<file path="src/rtl/sfe_pkg.sv">
package sfe_pkg;

  typedef enum logic [2:0] {
    OP_NONE  = 3'd0,
    OP_WREN  = 3'd1,
    OP_WRDI  = 3'd2,
    OP_WRSR  = 3'd3,
    OP_PROG  = 3'd4,
    OP_SECT  = 3'd5,
    OP_BLOCK = 3'd6,
    OP_CHIP  = 3'd7
  } sfe_op_e;

  typedef enum logic [3:0] {
    C_WREN, C_WRDI, C_RDSR, C_WRSR, C_READ, C_FAST,
    C_PROG, C_SECT, C_BLOCK, C_CHIP, C_ID, C_BAD
  } sfe_cmd_e;

  typedef enum logic [2:0] {
    ST_OP, ST_ADDR, ST_DUMMY, ST_DATA, ST_TX, ST_ARMED, ST_DEAD
  } sfe_st_e;

  function automatic sfe_cmd_e sfe_decode(input logic [7:0] b);
    case (b)
      8'h06:        return C_WREN;
      8'h04:        return C_WRDI;
      8'h05:        return C_RDSR;
      8'h01:        return C_WRSR;
      8'h03:        return C_READ;
      8'h0B:        return C_FAST;
      8'h02:        return C_PROG;
      8'h20, 8'hD7: return C_SECT;
      8'h52, 8'hD8: return C_BLOCK;
      8'h60, 8'hC7: return C_CHIP;
      8'h9F, 8'hAB: return C_ID;
      default:      return C_BAD;
    endcase
  endfunction

  function automatic sfe_op_e sfe_op_of(input sfe_cmd_e c);
    case (c)
      C_WREN:  return OP_WREN;
      C_WRDI:  return OP_WRDI;
      C_WRSR:  return OP_WRSR;
      C_PROG:  return OP_PROG;
      C_SECT:  return OP_SECT;
      C_BLOCK: return OP_BLOCK;
      C_CHIP:  return OP_CHIP;
      default: return OP_NONE;
    endcase
  endfunction

endpackage

</file>
<file path="src/rtl/sfe_sync.sv">
module sfe_sync #(
  parameter int           W       = 4,
  parameter int           STAGES  = 2,
  parameter logic [W-1:0] RST_VAL = '0
) (
  input  logic         clk,
  input  logic         rst_n,
  input  logic [W-1:0] d,
  output logic [W-1:0] q
);
  logic [W-1:0] stg [STAGES];

  always_ff @(posedge clk or negedge rst_n) begin
    if (!rst_n) begin
      for (int i = 0; i < STAGES; i++) stg[i] <= RST_VAL;
    end else begin
      stg[0] <= d;
      for (int i = 1; i < STAGES; i++) stg[i] <= stg[i-1];
    end
  end

  assign q = stg[STAGES-1];
endmodule

</file>
<file path="src/rtl/sfe_link.sv">
module sfe_link (
  input  logic clk,
  input  logic rst_n,
  input  logic sck_s,
  input  logic cs_n_s,
  input  logic hold_n_s,
  output logic sel,
  output logic rise,
  output logic fall,
  output logic desel,
  output logic paused
);
  logic sck_q, cs_n_q;

  always_ff @(posedge clk or negedge rst_n) begin
    if (!rst_n) begin
      sck_q  <= 1'b0;
      cs_n_q <= 1'b1;
      paused <= 1'b0;
    end else begin
      sck_q  <= sck_s;
      cs_n_q <= cs_n_s;
      // pause state only changes while the serial clock is low
      if (cs_n_s)      paused <= 1'b0;
      else if (!sck_s) paused <= !hold_n_s;
    end
  end

  assign sel   = !cs_n_s;
  assign rise  = sel && !paused && sck_s && !sck_q;
  assign fall  = sel && !paused && !sck_s && sck_q;
  assign desel = cs_n_s && !cs_n_q;
endmodule

</file>
<file path="src/rtl/sfe_tx.sv">
module sfe_tx #(
  parameter int W = 8
) (
  input  logic         clk,
  input  logic         rst_n,
  input  logic         clr,
  input  logic         load,
  input  logic         shift,
  input  logic [W-1:0] din,
  output logic         so
);
  logic [W-1:0] sr;

  always_ff @(posedge clk or negedge rst_n) begin
    if (!rst_n)     sr <= '0;
    else if (clr)   sr <= '0;
    else if (load)  sr <= din;
    else if (shift) sr <= {sr[W-2:0], 1'b0};
  end

  assign so = sr[W-1];
endmodule

</file>
<file path="src/rtl/sfe_cmd_frontend.sv">
module sfe_cmd_frontend
  import sfe_pkg::*;
#(
  parameter int         ADDR_W      = 19,
  parameter int         PAGE_W      = 8,
  parameter int         SYNC_STAGES = 2,
  parameter logic [7:0] ID_MFR      = 8'h1F,
  parameter logic [7:0] ID_TYPE     = 8'h66,
  parameter logic [7:0] ID_CAP      = 8'h04
) (
  input  logic              clk,
  input  logic              rst_n,
  input  logic              spi_sck,
  input  logic              spi_cs_n,
  input  logic              spi_hold_n,
  input  logic              spi_si,
  output logic              spi_so,
  output logic              spi_so_oe,
  input  logic              wr_busy,
  input  logic [7:0]        status_in,
  output logic              arr_rd_en,
  output logic [ADDR_W-1:0] arr_rd_addr,
  input  logic [7:0]        arr_rd_data,
  output logic              prog_valid,
  output logic [ADDR_W-1:0] prog_addr,
  output logic [7:0]        prog_data,
  output logic              cmd_valid,
  output logic [2:0]        cmd_op,
  output logic [ADDR_W-1:0] cmd_addr,
  output logic [7:0]        cmd_data
);
  localparam int ADDR_BYTES = 3;
  localparam int ABYTE_W    = $clog2(ADDR_BYTES);

  logic [3:0] raw_pins, syn_pins;
  logic       sck_s, cs_n_s, hold_n_s, si_s;
  logic       sel, rise, fall, desel, paused;

  assign raw_pins = {spi_sck, spi_cs_n, spi_hold_n, spi_si};

  sfe_sync #(.W(4), .STAGES(SYNC_STAGES), .RST_VAL(4'b0110)) u_sync (
    .clk(clk), .rst_n(rst_n), .d(raw_pins), .q(syn_pins)
  );

  assign {sck_s, cs_n_s, hold_n_s, si_s} = syn_pins;

  sfe_link u_link (
    .clk(clk), .rst_n(rst_n), .sck_s(sck_s), .cs_n_s(cs_n_s), .hold_n_s(hold_n_s),
    .sel(sel), .rise(rise), .fall(fall), .desel(desel), .paused(paused)
  );

  sfe_st_e           st;
  sfe_cmd_e          cmd;
  logic [7:0]        rx_sr;
  logic [2:0]        bit_idx;
  logic [ABYTE_W-1:0] abyte;
  logic [ADDR_W-1:0] addr;
  logic [7:0]        wr_data;
  logic              prog_any;
  logic              fetch_q, fetch_d;
  logic [7:0]        rd_buf;
  logic [2:0]        tx_bit;
  logic              tx_live;
  logic [1:0]        id_idx;
  logic [7:0]        id_byte, src_byte;
  logic [7:0]        rx_byte;
  logic              byte_done, tx_fall, tx_load;
  sfe_cmd_e          dec;

  assign rx_byte   = {rx_sr[6:0], si_s};
  assign byte_done = rise && (bit_idx == 3'd7);
  assign tx_fall   = fall && (st == ST_TX);
  assign tx_load   = tx_fall && (tx_bit == 3'd0);

  always_comb begin
    dec = sfe_decode(rx_byte);
    if (wr_busy && dec != C_RDSR) dec = C_BAD;
  end

  always_comb begin
    case (id_idx)
      2'd0:    id_byte = ID_MFR;
      2'd1:    id_byte = ID_TYPE;
      default: id_byte = ID_CAP;
    endcase
    case (cmd)
      C_RDSR:  src_byte = status_in;
      C_ID:    src_byte = id_byte;
      default: src_byte = rd_buf;
    endcase
  end

  always_ff @(posedge clk or negedge rst_n) begin
    if (!rst_n) begin
      st <= ST_OP;  cmd <= C_BAD;  rx_sr <= '0;  bit_idx <= '0;  abyte <= '0;
      addr <= '0;  wr_data <= '0;  prog_any <= 1'b0;  fetch_q <= 1'b0;
      fetch_d <= 1'b0;  rd_buf <= '0;  tx_bit <= '0;  tx_live <= 1'b0;  id_idx <= '0;
      prog_valid <= 1'b0;  prog_addr <= '0;  prog_data <= '0;
      cmd_valid <= 1'b0;  cmd_op <= '0;  cmd_addr <= '0;  cmd_data <= '0;
    end else begin
      fetch_q    <= 1'b0;
      fetch_d    <= fetch_q;
      cmd_valid  <= 1'b0;
      prog_valid <= 1'b0;
      if (fetch_d) rd_buf <= arr_rd_data;

      if (desel) begin
        if (st == ST_ARMED ||
            (st == ST_DATA && cmd == C_PROG && prog_any && bit_idx == 3'd0)) begin
          cmd_valid <= 1'b1;
          cmd_op    <= sfe_op_of(cmd);
          cmd_addr  <= (cmd == C_PROG) ? {addr[ADDR_W-1:PAGE_W], {PAGE_W{1'b0}}} : addr;
          cmd_data  <= wr_data;
        end
      end

      if (!sel) begin
        st <= ST_OP;  bit_idx <= '0;  abyte <= '0;  tx_bit <= '0;
        tx_live <= 1'b0;  id_idx <= '0;  prog_any <= 1'b0;
      end else begin
        if (rise) begin
          rx_sr   <= rx_byte;
          bit_idx <= bit_idx + 3'd1;
          case (st)
            ST_ARMED: st <= ST_DEAD;   // stray bit cancels the strobe
            ST_OP: if (byte_done) begin
              cmd   <= dec;
              abyte <= '0;
              case (dec)
                C_WREN, C_WRDI, C_CHIP:                  st <= ST_ARMED;
                C_RDSR, C_ID:                            st <= ST_TX;
                C_WRSR:                                  st <= ST_DATA;
                C_READ, C_FAST, C_PROG, C_SECT, C_BLOCK: st <= ST_ADDR;
                default:                                 st <= ST_DEAD;
              endcase
            end
            ST_ADDR: if (byte_done) begin
              addr  <= {addr[ADDR_W-9:0], rx_byte};
              abyte <= abyte + 1'b1;
              if (abyte == ABYTE_W'(ADDR_BYTES-1)) begin
                case (cmd)
                  C_READ:  begin fetch_q <= 1'b1; st <= ST_TX;    end
                  C_FAST:  begin fetch_q <= 1'b1; st <= ST_DUMMY; end
                  C_PROG:  st <= ST_DATA;
                  default: st <= ST_ARMED;
                endcase
              end
            end
            ST_DUMMY: if (byte_done) st <= ST_TX;
            ST_DATA: if (byte_done) begin
              if (cmd == C_WRSR) begin
                wr_data <= rx_byte;
                st      <= ST_ARMED;
              end else begin
                prog_valid <= 1'b1;
                prog_addr  <= addr;
                prog_data  <= rx_byte;
                prog_any   <= 1'b1;
                addr[PAGE_W-1:0] <= addr[PAGE_W-1:0] + 1'b1;
              end
            end
            default: ;
          endcase
        end

        if (tx_fall) begin
          tx_bit <= tx_bit + 3'd1;
          if (tx_load) begin
            tx_live <= 1'b1;
            if (cmd == C_ID)
              id_idx <= (id_idx == 2'd2) ? 2'd0 : id_idx + 2'd1;
            else if (cmd != C_RDSR) begin
              addr    <= addr + 1'b1;   // wraps across the whole array
              fetch_q <= 1'b1;
            end
          end
        end
      end
    end
  end

  sfe_tx #(.W(8)) u_tx (
    .clk(clk), .rst_n(rst_n), .clr(!sel), .load(tx_load),
    .shift(tx_fall && !tx_load), .din(src_byte), .so(spi_so)
  );

  assign spi_so_oe   = sel && (st == ST_TX) && tx_live && !paused;
  assign arr_rd_en   = fetch_q;
  assign arr_rd_addr = addr;
endmodule

</file>
<file path="config.mk">
export PLATFORM = sky130hd
export DESIGN_NAME = sfe_cmd_frontend
export DESIGN_NICKNAME = d
export VERILOG_FILES = /design/src/rtl/sfe_pkg.sv /design/src/rtl/sfe_sync.sv /design/src/rtl/sfe_link.sv /design/src/rtl/sfe_tx.sv /design/src/rtl/sfe_cmd_frontend.sv
export SDC_FILE = /design/constraint.sdc
export NUM_CORES = 1
export LEC_CHECK = 0
export ABC_AREA = 0
export BUFFER_PORTS_ARGS = -buffer_cell sky130_fd_sc_hd__buf_2
export CAP_MARGIN = 20
export CORE_UTILIZATION = 50
export DETAILED_ROUTE_END_ITERATION = 16
export GPL_ROUTABILITY_DRIVEN = 0
export MAX_ROUTING_LAYER = met4
export PLACE_DENSITY_LB_ADDON = 0.05
export SLEW_MARGIN = 10
export SYNTH_ARGS = -nofsm -noshare
export SYNTH_HDL_FRONTEND = slang
export SYNTH_SLANG_ARGS = --single-unit
</file>
<file path="constraint.sdc">
create_clock -name clk -period 3 [get_ports clk]
set_clock_uncertainty 0.2 [all_clocks]
set_input_delay 0.3 -clock clk [delete_from_list [all_inputs] [get_ports clk]]
set_output_delay 0.3 -clock clk [all_outputs]
set_load 0.02 [all_outputs]
</file>
==> out/metrics.cfg <==
[outcome]
status = completed

[clock_network]
cts_made_buffers = 17
cts_resized = 0
clockBufferDepth = 2
clkSinkCount = 141
cts_root_buf = clkbuf_16
clock_latency_ns = 0.42
tritoncts = yes
postCtsSetupRepairBufs = 0
htreeDepth = 4
path_clk_slew_ns = 0.06

[run]
drv_cap = 0

[pwr]
p_per_area_nw_per_um2 = 575
power.leakage_nw = 4.03
ir_drop_uv = 346

[logic_synthesis]
syn_avg_cell_area_um2 = 10.8
synth_seq_cells = 141
async_flop_share = 1.00
ys_seq_area_frac = 0.537
synth_cell_type_count = 66
synth_flop_cell = dfrtp_1
synth-edff-count = 0
syn_area_um2 = 6580
syn_inst = 607
synth_warnings = 0
postSynthNetCount = 637

[worst_hold_path]
holdPathEnd = u_tx.sr[0]$_DFFE_PN0P_
hold_start = status_in[0]
min_path_type = in2reg
worst_hold_path.num_cells = 5

[floorplanning]
fp-row-count = 41
die_area_um2 = 13600
initial_core_util = 0.518
die_y_um = 117
ios = 104
coreArea_um2 = 12700
die_width_um = 117

[critical_path]
crit_required_ns = 3.09
cp_num_buf_inv = 0
cp_top_family = simple AND/OR/NAND/NOR gates
endpoint_kind = flop
rr_startpoint = rx_sr[3]$_DFFE_PN0P_
reg2reg_depth = 6
reg2reg_slack_ns = 0.42
crit_slowest_cell = dfrtp_1
start_kind = flop
cpPeakStageDelay_ns = 0.53
cp_max_fo = 14
reg2reg_to = st[2]$_DFFE_PN0P_
crit_type = reg2reg
cp_data_arrival_time_ns = 2.68
worstPathCellList = or3b_1 > a2111oi_2 > a211oi_1 > nor4_2 > a31o_1 > o22ai_1

[grt]
grt_pass1_wl_um = 24700
antenna_found_initial = 0
grt_pass1_vias = 4947
grt_max_degree = 101
grt_overflow = 0
grtUsageTotal = 0.245

[detailed_routing]
drt_pass1_iterations = 4
ant_nets = 0
routed_via_density = 5.67
wl_per_cell_um = 16.7
wl_um = 15100
drtIter0Drc = 289
vias = 5151
drc = 0

[placement]
hpwl_um = 10200
portBuffers = 103

[timing]
report.final.slew_viol_count = 0
fmax_ghz = 0.387
fin_crit_sh = 0.861
fin_worst_hold_slack_ns = 0.149
setup_viol = 0
fin_crit_ns = 2.58
setup_tns_ns = 0
relSlewSlack = 0.643
hold_viol_final = 0
rsz0062_at_grt = false
worst_pin_slew_ns = 0.535

[layout]
final_core_util = 0.637
fin_nets = 754
areaGrowthSynthToFinish_pct = 23.1
drive_above_1_share = 0.270
antenna_cells = 0

sequential cells by signal, summed over array words and instances (netlist names), 4 cells and up:
register     count
u_tx.sr          8
cmd              4
u_sync.stg       4
cmd_addr        19
prog_addr       19
rx_sr            7
u_sync.q         4
rd_buf           8
prog_data        8
wr_data          8
cmd_data         8
arr_rd_addr     19
what timing repair did:
action,CTS,global route
endpoints found under the setup margin,0,0
hold buffers,13,0
endpoints found under the hold margin,53,0
where the power goes:
part | switching, mW | internal, mW | leakage, nW | total [mW]
Sequential | 0.0770 | 1.94 | 1.92 | 2.02
Combinational | 0.208 | 0.156 | 1.80 | 0.364
Clock | 0.784 | 1.49 | 0.310 | 2.27
Total | 1.07 | 3.59 | 4.03 | 4.66
routing by layer:
| metal | vias up | share of wire | global-route usage |
|---|---|---|---|
| li1 | 2430 | - | - |
| met1 | 2569 | 0.46 | 0.326 |
| met2 | 136 | 0.49 | 0.375 |
| met3 | 16 | 0.045 | 0.0462 |
| met4 | 0 | 0.012 | 0.0928 |
| met5 | - | 0 | - |
worst reg2reg max path, delay by kind of cell (launching register included):
| kind | cells | cell delay, ns |
|---|---|---|
| and+or+nand+nor | 2 | 0.90 |
| DFF | 1 | 0.53 |
| AOI/OAI and AO/OA | 4 | 0.83 |
metrics by stage:
stage / setup slack [ns] / area, um^2 / total power [mW] / instances
5_1_grt: 0.236 / 8110 / 4.82 / 908
3_5_place_dp: 0.408 / 7340 / 2.40 / 864
6_report: 0.416 / 8110 / 4.66 / 908
4_1_cts: 0.399 / 8110 / 4.69 / 908
3_3_place_gp: 0.435 / 7340 / 2.39 / 864
2_1_floorplan: 0.684 / 6580 / 2.26 / 607
cell type report:
cell class | instances | area [um^2]
fill | 1057 | 4620
timing repair buffer | 138 | 830
clock inverter | 11 | 190
multi-input combinational | 410 | 2830
sequential | 141 | 3540
inverter | 16 | 60.1
clock buffer | 20 | 447
tap | 172 | 215
how the worst max path moves through the flow:
stage                               from                   endpoint  slack [ns]  cells after the start
finish              rx_sr[3]$_DFFE_PN0P_          st[2]$_DFFE_PN0P_        0.42                      6
global route        rx_sr[3]$_DFFE_PN0P_          st[2]$_DFFE_PN0P_        0.24                      6
CTS                   cmd[3]$_DFFE_PN1P_   cmd_addr[17]$_DFFE_PN0P_        0.40                      6
detailed placement    cmd[3]$_DFFE_PN1P_   cmd_addr[17]$_DFFE_PN0P_        0.41                      6
floorplan             cmd[1]$_DFFE_PN1P_  prog_addr[10]$_DFFE_PN0P_        0.68                      6
global placement      cmd[3]$_DFFE_PN1P_   cmd_addr[16]$_DFFE_PN0P_        0.44                      6
cells in the final DEF, fill, tap and decap left out, drive strengths merged, types with 3 or more instances in the layout:
master       instances
a22oi                8
nor2b                9
dlygate4sd3         13
o31ai                6
clkinv               4
or3                  4
mux2                63
a31oi                3
nand2               66
and3                 8
inv                 17
nand3                9
nor3                15
a21oi               32
buf                125
nor2                39
and2                 3
dfrtp              133
o21ai               34
ha                   7
a311oi               3
dfstp                8
bufinv               5
nand4                4
mux2i                9
nand2b               6
nand4b               4
clkbuf              20
nor4                 4
a211oi              19
nand3b              14
o22ai                9
Yosys cell counts (8+ instances only):
library cell    n  area share
a211oi_1       19       0.022
a21oi_1        32       0.024
a22oi_1         8      0.0091
and3_1          8      0.0076
buf_2           8      0.0061
clkbuf_1       31       0.018
dfrtp_1       133        0.51
dfstp_2         8       0.032
inv_1          14      0.0080
mux2_1         42       0.072
mux2_2         21       0.036
mux2i_1         9       0.014
nand2_1        66       0.038
nand3_1         9      0.0068
nand3b_1       14       0.016
nor2_1         38       0.022
nor2b_1         9      0.0086
nor3_1         11      0.0084
o21ai_0        32       0.024
o22ai_1         9      0.0086
cell families (layout without fill, tap and decap cells):
| kind of cell | Yosys count | count (layout) | synth area share |
|---|---|---|---|
| and+or+nand+nor | 199 | 199 | 0.166 |
| DFF | 141 | 141 | 0.537 |
| AOI/OAI and AO/OA | 130 | 130 | 0.126 |
| muxes | 72 | 72 | 0.121 |
| buffers and inverters | 56 | 185 | 0.0334 |
| adders and majority gates | 7 | 7 | 0.0133 |
| xor gates and xnor gates | 2 | 2 | 0.00266 |
Power figures use the tool's default switching activity.
